## src/rtl/gnoc_pkg.sv

```systemverilog
package gnoc_pkg;
  typedef enum logic [2:0] {
    PH_IDLE = 3'd0,
    PH_LS   = 3'd1,
    PH_BRK  = 3'd2,
    PH_HS   = 3'd3,
    PH_WAIT = 3'd4
  } phase_e;
endpackage

```

## src/rtl/gnoc_rst_sync.sv

```systemverilog
module gnoc_rst_sync (
  input  logic clk,
  input  logic arst_n,
  output logic rst_sync_n
);
  logic r1_q, r2_q;

  always_ff @(posedge clk or negedge arst_n) begin
    if (!arst_n) begin
      r1_q <= 1'b0;
      r2_q <= 1'b0;
    end else begin
      r1_q <= 1'b1;
      r2_q <= r1_q;
    end
  end

  assign rst_sync_n = r2_q;
endmodule

```

## src/rtl/gnoc_sync.sv

```systemverilog
module gnoc_sync #(
  parameter int unsigned WIDTH  = 4,
  parameter int unsigned STAGES = 2
) (
  input  logic             clk,
  input  logic             rst_n,
  input  logic [WIDTH-1:0] async_i,
  output logic [WIDTH-1:0] sync_o
);
  logic [WIDTH-1:0] stg_q [STAGES];

  for (genvar s = 0; s < STAGES; s++) begin : g_stage
    if (s == 0) begin : g_first
      always_ff @(posedge clk or negedge rst_n) begin
        if (!rst_n) stg_q[s] <= '0;
        else        stg_q[s] <= async_i;
      end
    end else begin : g_rest
      always_ff @(posedge clk or negedge rst_n) begin
        if (!rst_n) stg_q[s] <= '0;
        else        stg_q[s] <= stg_q[s-1];
      end
    end
  end

  assign sync_o = stg_q[STAGES-1];
endmodule

```

## src/rtl/gnoc_phase_fsm.sv

```systemverilog
module gnoc_phase_fsm
  import gnoc_pkg::*;
#(
  parameter int unsigned TIMEOUT_CYC = 35,
  parameter int unsigned DEAD_CYC    = 2
) (
  input  logic   clk,
  input  logic   rst_n,
  input  logic   pwm_s,
  input  logic   sw_low_s,
  input  logic   halt,
  output phase_e phase_o
);
  localparam int unsigned MAXC    = (TIMEOUT_CYC > DEAD_CYC) ? TIMEOUT_CYC : DEAD_CYC;
  localparam int unsigned CW      = $clog2(MAXC + 1);
  localparam logic [CW-1:0] TO_LAST   = CW'(TIMEOUT_CYC - 1);
  localparam logic [CW-1:0] DEAD_LAST = CW'(DEAD_CYC - 1);

  phase_e        ph_q, ph_d;
  logic [CW-1:0] cnt_q, cnt_d;
  logic          cnt_en;

  // next-state process
  always_comb begin
    ph_d  = ph_q;
    cnt_d = cnt_q;
    if (halt) begin
      ph_d  = PH_IDLE;
      cnt_d = '0;
    end else begin
      unique case (ph_q)
        PH_IDLE: begin
          cnt_d = '0;
          ph_d  = pwm_s ? PH_BRK : PH_WAIT;
        end
        PH_LS: begin
          if (pwm_s) begin
            ph_d  = PH_BRK;
            cnt_d = '0;
          end
        end
        PH_BRK: begin
          if (!pwm_s) begin
            ph_d  = PH_WAIT;
            cnt_d = '0;
          end else if (cnt_q == DEAD_LAST) begin
            ph_d  = PH_HS;
            cnt_d = '0;
          end else begin
            cnt_d = cnt_q + 1'b1;
          end
        end
        PH_HS: begin
          if (!pwm_s) begin
            ph_d  = PH_WAIT;
            cnt_d = '0;
          end
        end
        PH_WAIT: begin
          if (pwm_s) begin
            ph_d  = PH_BRK;
            cnt_d = '0;
          end else if (sw_low_s || (cnt_q == TO_LAST)) begin
            ph_d  = PH_LS;
            cnt_d = '0;
          end else begin
            cnt_d = cnt_q + 1'b1;
          end
        end
        default: begin
          ph_d  = PH_IDLE;
          cnt_d = '0;
        end
      endcase
    end
  end

  assign cnt_en = (cnt_d != cnt_q);

  // register process
  always_ff @(posedge clk or negedge rst_n) begin
    if (!rst_n) ph_q <= PH_IDLE;
    else        ph_q <= ph_d;
  end

  always_ff @(posedge clk or negedge rst_n) begin
    if (!rst_n)      cnt_q <= '0;
    else if (cnt_en) cnt_q <= cnt_d;
  end

  assign phase_o = ph_q;

  // a timeout exit from the wait happens only after the full count
  assert_timeout_len_R4: assert property (@(posedge clk) disable iff (!rst_n)
    ($past(ph_q) == PH_WAIT && ph_q == PH_LS && !$past(sw_low_s))
      |-> ($past(cnt_q) == TO_LAST));

  // PWM back high during the wait abandons it without a low-side turn-on
  assert_abandon_wait_R6: assert property (@(posedge clk) disable iff (!rst_n)
    (ph_q == PH_WAIT && pwm_s && !halt) |=> (ph_q == PH_BRK));

  // the high phase is reached only from the break phase
  assert_hs_via_break_R5: assert property (@(posedge clk) disable iff (!rst_n)
    (ph_q == PH_HS && $past(ph_q) != PH_HS) |-> ($past(ph_q) == PH_BRK));
endmodule

```

## src/rtl/gnoc_top.sv

```systemverilog
module gnoc_top
  import gnoc_pkg::*;
#(
  parameter int unsigned TIMEOUT_CYC = 35,
  parameter int unsigned DEAD_CYC    = 2,
  parameter int unsigned SYNC_STAGES = 2
) (
  input  logic clk,
  input  logic rst_n,
  input  logic pwm_i,
  input  logic shdn_n_i,
  input  logic ls_off_n_i,
  input  logic crowbar_i,
  input  logic uv_ok_i,
  input  logic sw_low_i,
  output logic hs_en_o,
  output logic ls_en_o
);
  localparam int unsigned NSYNC = 4;
  localparam int unsigned DW    = $clog2(DEAD_CYC + 1);

  logic             rst_int_n;
  logic [NSYNC-1:0] raw_vec, syn_vec;
  logic             pwm_s, shdn_n_s, ls_ok_s, sw_low_s;
  logic             halt;
  phase_e           phase;

  gnoc_rst_sync u_rst (
    .clk        (clk),
    .arst_n     (rst_n),
    .rst_sync_n (rst_int_n)
  );

  assign raw_vec = {sw_low_i, ls_off_n_i, shdn_n_i, pwm_i};

  gnoc_sync #(.WIDTH(NSYNC), .STAGES(SYNC_STAGES)) u_sync (
    .clk     (clk),
    .rst_n   (rst_int_n),
    .async_i (raw_vec),
    .sync_o  (syn_vec)
  );

  assign pwm_s    = syn_vec[0];
  assign shdn_n_s = syn_vec[1];
  assign ls_ok_s  = syn_vec[2];
  assign sw_low_s = syn_vec[3];

  assign halt = crowbar_i | ~uv_ok_i | ~shdn_n_s;

  gnoc_phase_fsm #(.TIMEOUT_CYC(TIMEOUT_CYC), .DEAD_CYC(DEAD_CYC)) u_fsm (
    .clk      (clk),
    .rst_n    (rst_int_n),
    .pwm_s    (pwm_s),
    .sw_low_s (sw_low_s),
    .halt     (halt),
    .phase_o  (phase)
  );

  // output decode with override priority: crowbar, then halt, then masking
  always_comb begin
    hs_en_o = 1'b0;
    ls_en_o = 1'b0;
    if (crowbar_i) begin
      ls_en_o = 1'b1;
    end else if (!halt) begin
      hs_en_o = (phase == PH_HS);
      ls_en_o = (phase == PH_LS) & ls_ok_s;
    end
  end

  // checker state: consecutive cycles with the low side off, saturating
  logic [DW-1:0] ls_off_run_q;
  always_ff @(posedge clk or negedge rst_int_n) begin
    if (!rst_int_n)                            ls_off_run_q <= '0;
    else if (ls_en_o)                          ls_off_run_q <= '0;
    else if (ls_off_run_q != DW'(DEAD_CYC))    ls_off_run_q <= ls_off_run_q + 1'b1;
  end

  // never both enables outside crowbar
  assert_no_overlap_R11: assert property (@(posedge clk) disable iff (!rst_int_n)
    (hs_en_o && ls_en_o) |-> crowbar_i);

  // crowbar forces low side on, high side off
  assert_crowbar_force_R9: assert property (@(posedge clk) disable iff (!rst_int_n)
    crowbar_i |-> (ls_en_o && !hs_en_o));

  // shutdown or undervoltage keeps both off unless crowbar
  assert_halt_off_R7: assert property (@(posedge clk) disable iff (!rst_int_n)
    (!crowbar_i && (!shdn_n_s || !uv_ok_i)) |-> (!hs_en_o && !ls_en_o));

  // high side rises only after the low side was off for the dead time
  assert_dead_time_R5: assert property (@(posedge clk) disable iff (!rst_int_n)
    $rose(hs_en_o) |-> (ls_off_run_q == DW'(DEAD_CYC)));

  // low-side shutdown masks the low side
  assert_ls_mask_R8: assert property (@(posedge clk) disable iff (!rst_int_n)
    (!crowbar_i && !ls_ok_s) |-> !ls_en_o);
endmodule

```

## config.mk

```make
export PLATFORM = sky130hd
export DESIGN_NAME = gnoc_top
export DESIGN_NICKNAME = d
export VERILOG_FILES = /design/src/rtl/gnoc_pkg.sv /design/src/rtl/gnoc_rst_sync.sv /design/src/rtl/gnoc_sync.sv /design/src/rtl/gnoc_phase_fsm.sv /design/src/rtl/gnoc_top.sv
export SDC_FILE = /design/constraint.sdc
export NUM_CORES = 1
export LEC_CHECK = 0
export ABC_AREA = 1
export BUFFER_PORTS_ARGS = -buffer_cell sky130_fd_sc_hd__buf_2
export CAP_MARGIN = 10
export CORE_MARGIN = 3
export CORE_UTILIZATION = 60
export DETAILED_ROUTE_END_ITERATION = 8
export PLACE_DENSITY = 0.81
export SLEW_MARGIN = 10
export SYNTH_ARGS = -nofsm -noshare
export SYNTH_HDL_FRONTEND = slang
export SYNTH_SLANG_ARGS = --single-unit
```

## constraint.sdc

```tcl
create_clock -name clk -period 2 [get_ports clk]
set_input_delay 0.2 -clock clk [delete_from_list [all_inputs] [get_ports clk]]
set_output_delay 0.2 -clock clk [all_outputs]
set_load 0.02 [all_outputs]
```

==> Flow_metrics.wiki <==
{| class="wikitable"
! Metric !! Value
|-
| Post-CTS setup buffers || 0
|-
| Per-cell routed wire length || 12.4 um
|-
| Worst Setup Start Kind || flip-flop
|-
| Wire length of the first global-routing pass || 3.31 mm
|-
| Tmin final || 1.58 ns
|-
| Clock Sinks || 19
|-
| Portion of the post-synthesis area used by sequential elements || between 40% and 50%
|-
| Global router's overall resource usage || 22.2%
|-
| Synth area leader || sky130_fd_sc_hd__dfrtp_1
|-
| Met2 usage in global routing || 34.1%
|-
| Maximum number of pins on one net before global-route repair || 18
|-
| Clock input transition at the sequential cells of the worst setup and hold paths || ~0.10 ns
|-
| Die height || 46.8 um
|-
| Count of final hold-check violations || 0
|-
| Setup TNS || 0 ns
|-
| Cell area after technology mapping || 997 um^2
|-
| Worst-skew pair later-pin latency || 0.30 ns
|-
| Iter 0 DRT Violations || 17
|-
| Maximum achievable frequency || 0.633 GHz
|-
| Final net count || 152
|-
| Detailed-route vias per instance || 5.24
|-
| Final setup violating endpoints || 0
|-
| Congestion Overflow GR || 0
|-
| Power, Total || between 600 and 700 uW
|-
| HP Class || in2async
|-
| Met1 capacity usage during global routing || between 20% and 30%
|-
| #FFs+latches synth || 19
|-
| Weighted congestion reported at the end of routability-driven placement || around 0.87
|-
| Cells after synthesis || around 120
|-
| Count of antenna-violating nets left after detailed routing || 0
|-
| Count leader, synth || sky130_fd_sc_hd__nand2_1
|-
| Worst IR drop on VDD || ~0.51 mV
|-
| Number of antenna violations at the first check in global routing || 0
|-
| Vias || 818
|-
| Final count of pins violating max slew || 0
|-
| Syn-to-layout area delta || 14.3%
|-
| Number of hold buffers added after cts || 5
|-
| Met3 Usage GRT || 6.13%
|-
| Worst-path maximum fanout || 7
|-
| Synthesized net count || 133
|-
| Relative slew slack || a little under three fifths
|-
| Run status || completed
|-
| Root buffer cell || sky130_fd_sc_hd__clkbuf_4
|-
| # placed instances || 147
|-
| Largest cells by area after synthesis || sky130_fd_sc_hd__dfrtp_1 48%, sky130_fd_sc_hd__nand2_1 13%, sky130_fd_sc_hd__inv_1 6.4%
|-
| Category of the worst setup path capture point || output pin
|-
| WL final || 1.94 mm
|-
| Average cell area after synthesis || 8.17 um^2
|-
| Worst path setup slack after routing || about 0.42 ns
|-
| Most numerous cell types in the synthesized netlist || 34 x sky130_fd_sc_hd__nand2_1, 19 x sky130_fd_sc_hd__dfrtp_1, 17 x sky130_fd_sc_hd__inv_1
|-
| Crit share post-route || 78.9%
|-
| RSZ-0062 raised after global routing || false
|-
| Number of enable-type register cells in the synthesized netlist || 0
|-
| Number of buffers inserted by port buffering || 9
|-
| Effective utilization at floorplan || 64.7%
|-
| Share of cells above drive strength 1 || 20.7%
|-
| Post-route non-filler standard cell count || roughly 160
|-
| H-tree level count || 1
|-
| I/O pin total || 10
|-
| Pre-CTS setup slack || approximately 0.61 ns
|-
| Via count of the first global-routing pass || 776
|-
| Die Area || ~2200 um^2
|-
| Area share of the largest cell type after synthesis || between 40% and 50%
|-
| Core Footprint || 1540 um^2
|-
| HPWL Detailed || 1.49 mm
|-
| Synth unique cells || 22
|-
| Ratio of total power to cell area || 570 nW/um^2
|-
| Number of core rows || 14
|-
| Count of inserted antenna diode cells || 0
|-
| Top flip-flop cell by instance count after synthesis || sky130_fd_sc_hd__dfrtp_1
|-
| Max-capacitance violation count || 0
|-
| Share of flip-flops with an asynchronous set or reset after synthesis || 100%
|-
| Skew final || roughly 0.0011 ns
|-
| Buffer depth of the longest clock path || 2
|-
| Drt first pass iters || 4
|-
| CP Data Required Time || around 1.8 ns
|-
| Standby leakage power || approximately 0.59 nW
|-
| Synth warn || 0
|-
| Filler cell count || 113
|-
| Overall die width || around 47 um
|-
| CTS tree || built
|-
| Residual DRC count || 0
|-
| Number of buffers added by the clock tree synthesis step || 3
|-
| Global route hottest layer || met2
|-
| Kind of critical path || reg2out
|-
| Worst Tran Pin Value || roughly 0.66 ns
|-
| Data arrival time of the critical path || 1.38 ns
|-
| Post-CTS resize count || 0
|}
-- per-stage QoR --
step	area (um^2)	hold slack, ns	util, %
6_report	1140	0.190	73.9
5_1_grt	1140	0.200	73.9
4_1_cts	1140	0.188	73.9
3_5_place_dp	1060	-0.00902	68.9
3_3_place_gp	1060	-0.0161	68.9
2_1_floorplan	997	-0.0956	-
-- path summary, 6_finish.rpt --
check	startpoint	endpoint	slack [ns]	cells past startpoint
worst max register to register	u_fsm.cnt_q[0]	u_fsm.cnt_q[3]	0.60	9
min in group clk	crowbar_i	u_fsm.phase_o[2]	0.25	4
max in group asynchronous	u_rst.rst_sync_n	u_fsm.cnt_q[3]	1.31	0
worst min register to register	u_rst.rst_sync_n	u_fsm.cnt_q[1]	0.28	0
worst min-delay path	rst_n	u_rst.r1_q	0.19	2
worst max-delay path	u_sync.sync_o[1]	hs_en_o	0.42	5
-- state kept, by name, indices dropped and copies added (netlist names) --
| register | count |
|---|---|
| u_fsm.cnt_q | 6 |
| u_fsm.phase_o | 3 |
| u_rst.r1_q | 1 |
| u_rst.rst_sync_n | 1 |
| u_sync.stg_q | 4 |
| u_sync.sync_o | 4 |
-- layer usage --
| layer | wire (um) | part of all wire [%] |
|---|---|---|
| met3 | 64 | 3.3 |
| met2 | 955 | 49 |
| met4 | 36 | 1.9 |
| met5 | 0 | 0 |
| met1 | 881 | 45 |
-- cell type report --
| cell class | count | area [um^2] | area share (%) |
|---|---|---|---|
| clock buffer | 3 | 22.5 | 1.98 |
| clock inverter | 1 | 5.00 | 0.439 |
| inverter | 20 | 75.1 | 6.59 |
| multi-input combinational | 83 | 447 | 39.2 |
| sequential | 19 | 475 | 41.7 |
| tap | 16 | 20.0 | 1.76 |
| timing repair buffer | 14 | 95.1 | 8.34 |
-- layout by cell type (no fill, tap or decap) --
master                          instances
sky130_fd_sc_hd__nand2_1               34
sky130_fd_sc_hd__dfrtp_1               19
sky130_fd_sc_hd__inv_1                 17
sky130_fd_sc_hd__nor2_1                11
sky130_fd_sc_hd__nand3_1                9
sky130_fd_sc_hd__buf_2                  9
sky130_fd_sc_hd__nand2_2                5
sky130_fd_sc_hd__dlygate4sd3_1          5
sky130_fd_sc_hd__a21oi_1                4
sky130_fd_sc_hd__inv_2                  3
sky130_fd_sc_hd__ha_1                   3
sky130_fd_sc_hd__clkbuf_4               3
sky130_fd_sc_hd__nor3_1                 2
sky130_fd_sc_hd__nand3_2                2
sky130_fd_sc_hd__o21ai_0                2
sky130_fd_sc_hd__a21oi_2                2
sky130_fd_sc_hd__nor2_8                 1
sky130_fd_sc_hd__o21bai_1               1
sky130_fd_sc_hd__nor2_2                 1
sky130_fd_sc_hd__nand2_4                1
sky130_fd_sc_hd__a21oi_4                1
sky130_fd_sc_hd__o21ai_1                1
sky130_fd_sc_hd__o211ai_1               1
sky130_fd_sc_hd__xor2_1                 1
sky130_fd_sc_hd__clkinv_2               1
sky130_fd_sc_hd__conb_1                 1
-- power breakdown --
group	internal, mW	switching [mW]	total (mW)
Sequential	0.395	0.0118	0.407
Clock	0.0748	0.121	0.196
Combinational	0.0205	0.0270	0.0475
Total	0.491	0.160	0.650
-- critical path, stage by stage (launching register included) --
cell	delay, ns
sky130_fd_sc_hd__dfrtp_1	0.34
sky130_fd_sc_hd__nand2_1	0.12
sky130_fd_sc_hd__nor2_8	0.15
sky130_fd_sc_hd__inv_1	0.13
sky130_fd_sc_hd__nor3_1	0.15
sky130_fd_sc_hd__buf_2	0.19
-- cell families after synthesis --
kind of cell / count (synthesis) / share of synthesized area (%)
simple gates: 66 / 31.4
buf+inv: 20 / 7.53
flops: 19 / 47.7
other cells: 1 / 0.376
xor+xnor: 1 / 0.878
compound gates: 12 / 8.41
fa+ha+maj: 3 / 3.76
Note: power is estimated with default switching activity, not from simulation.
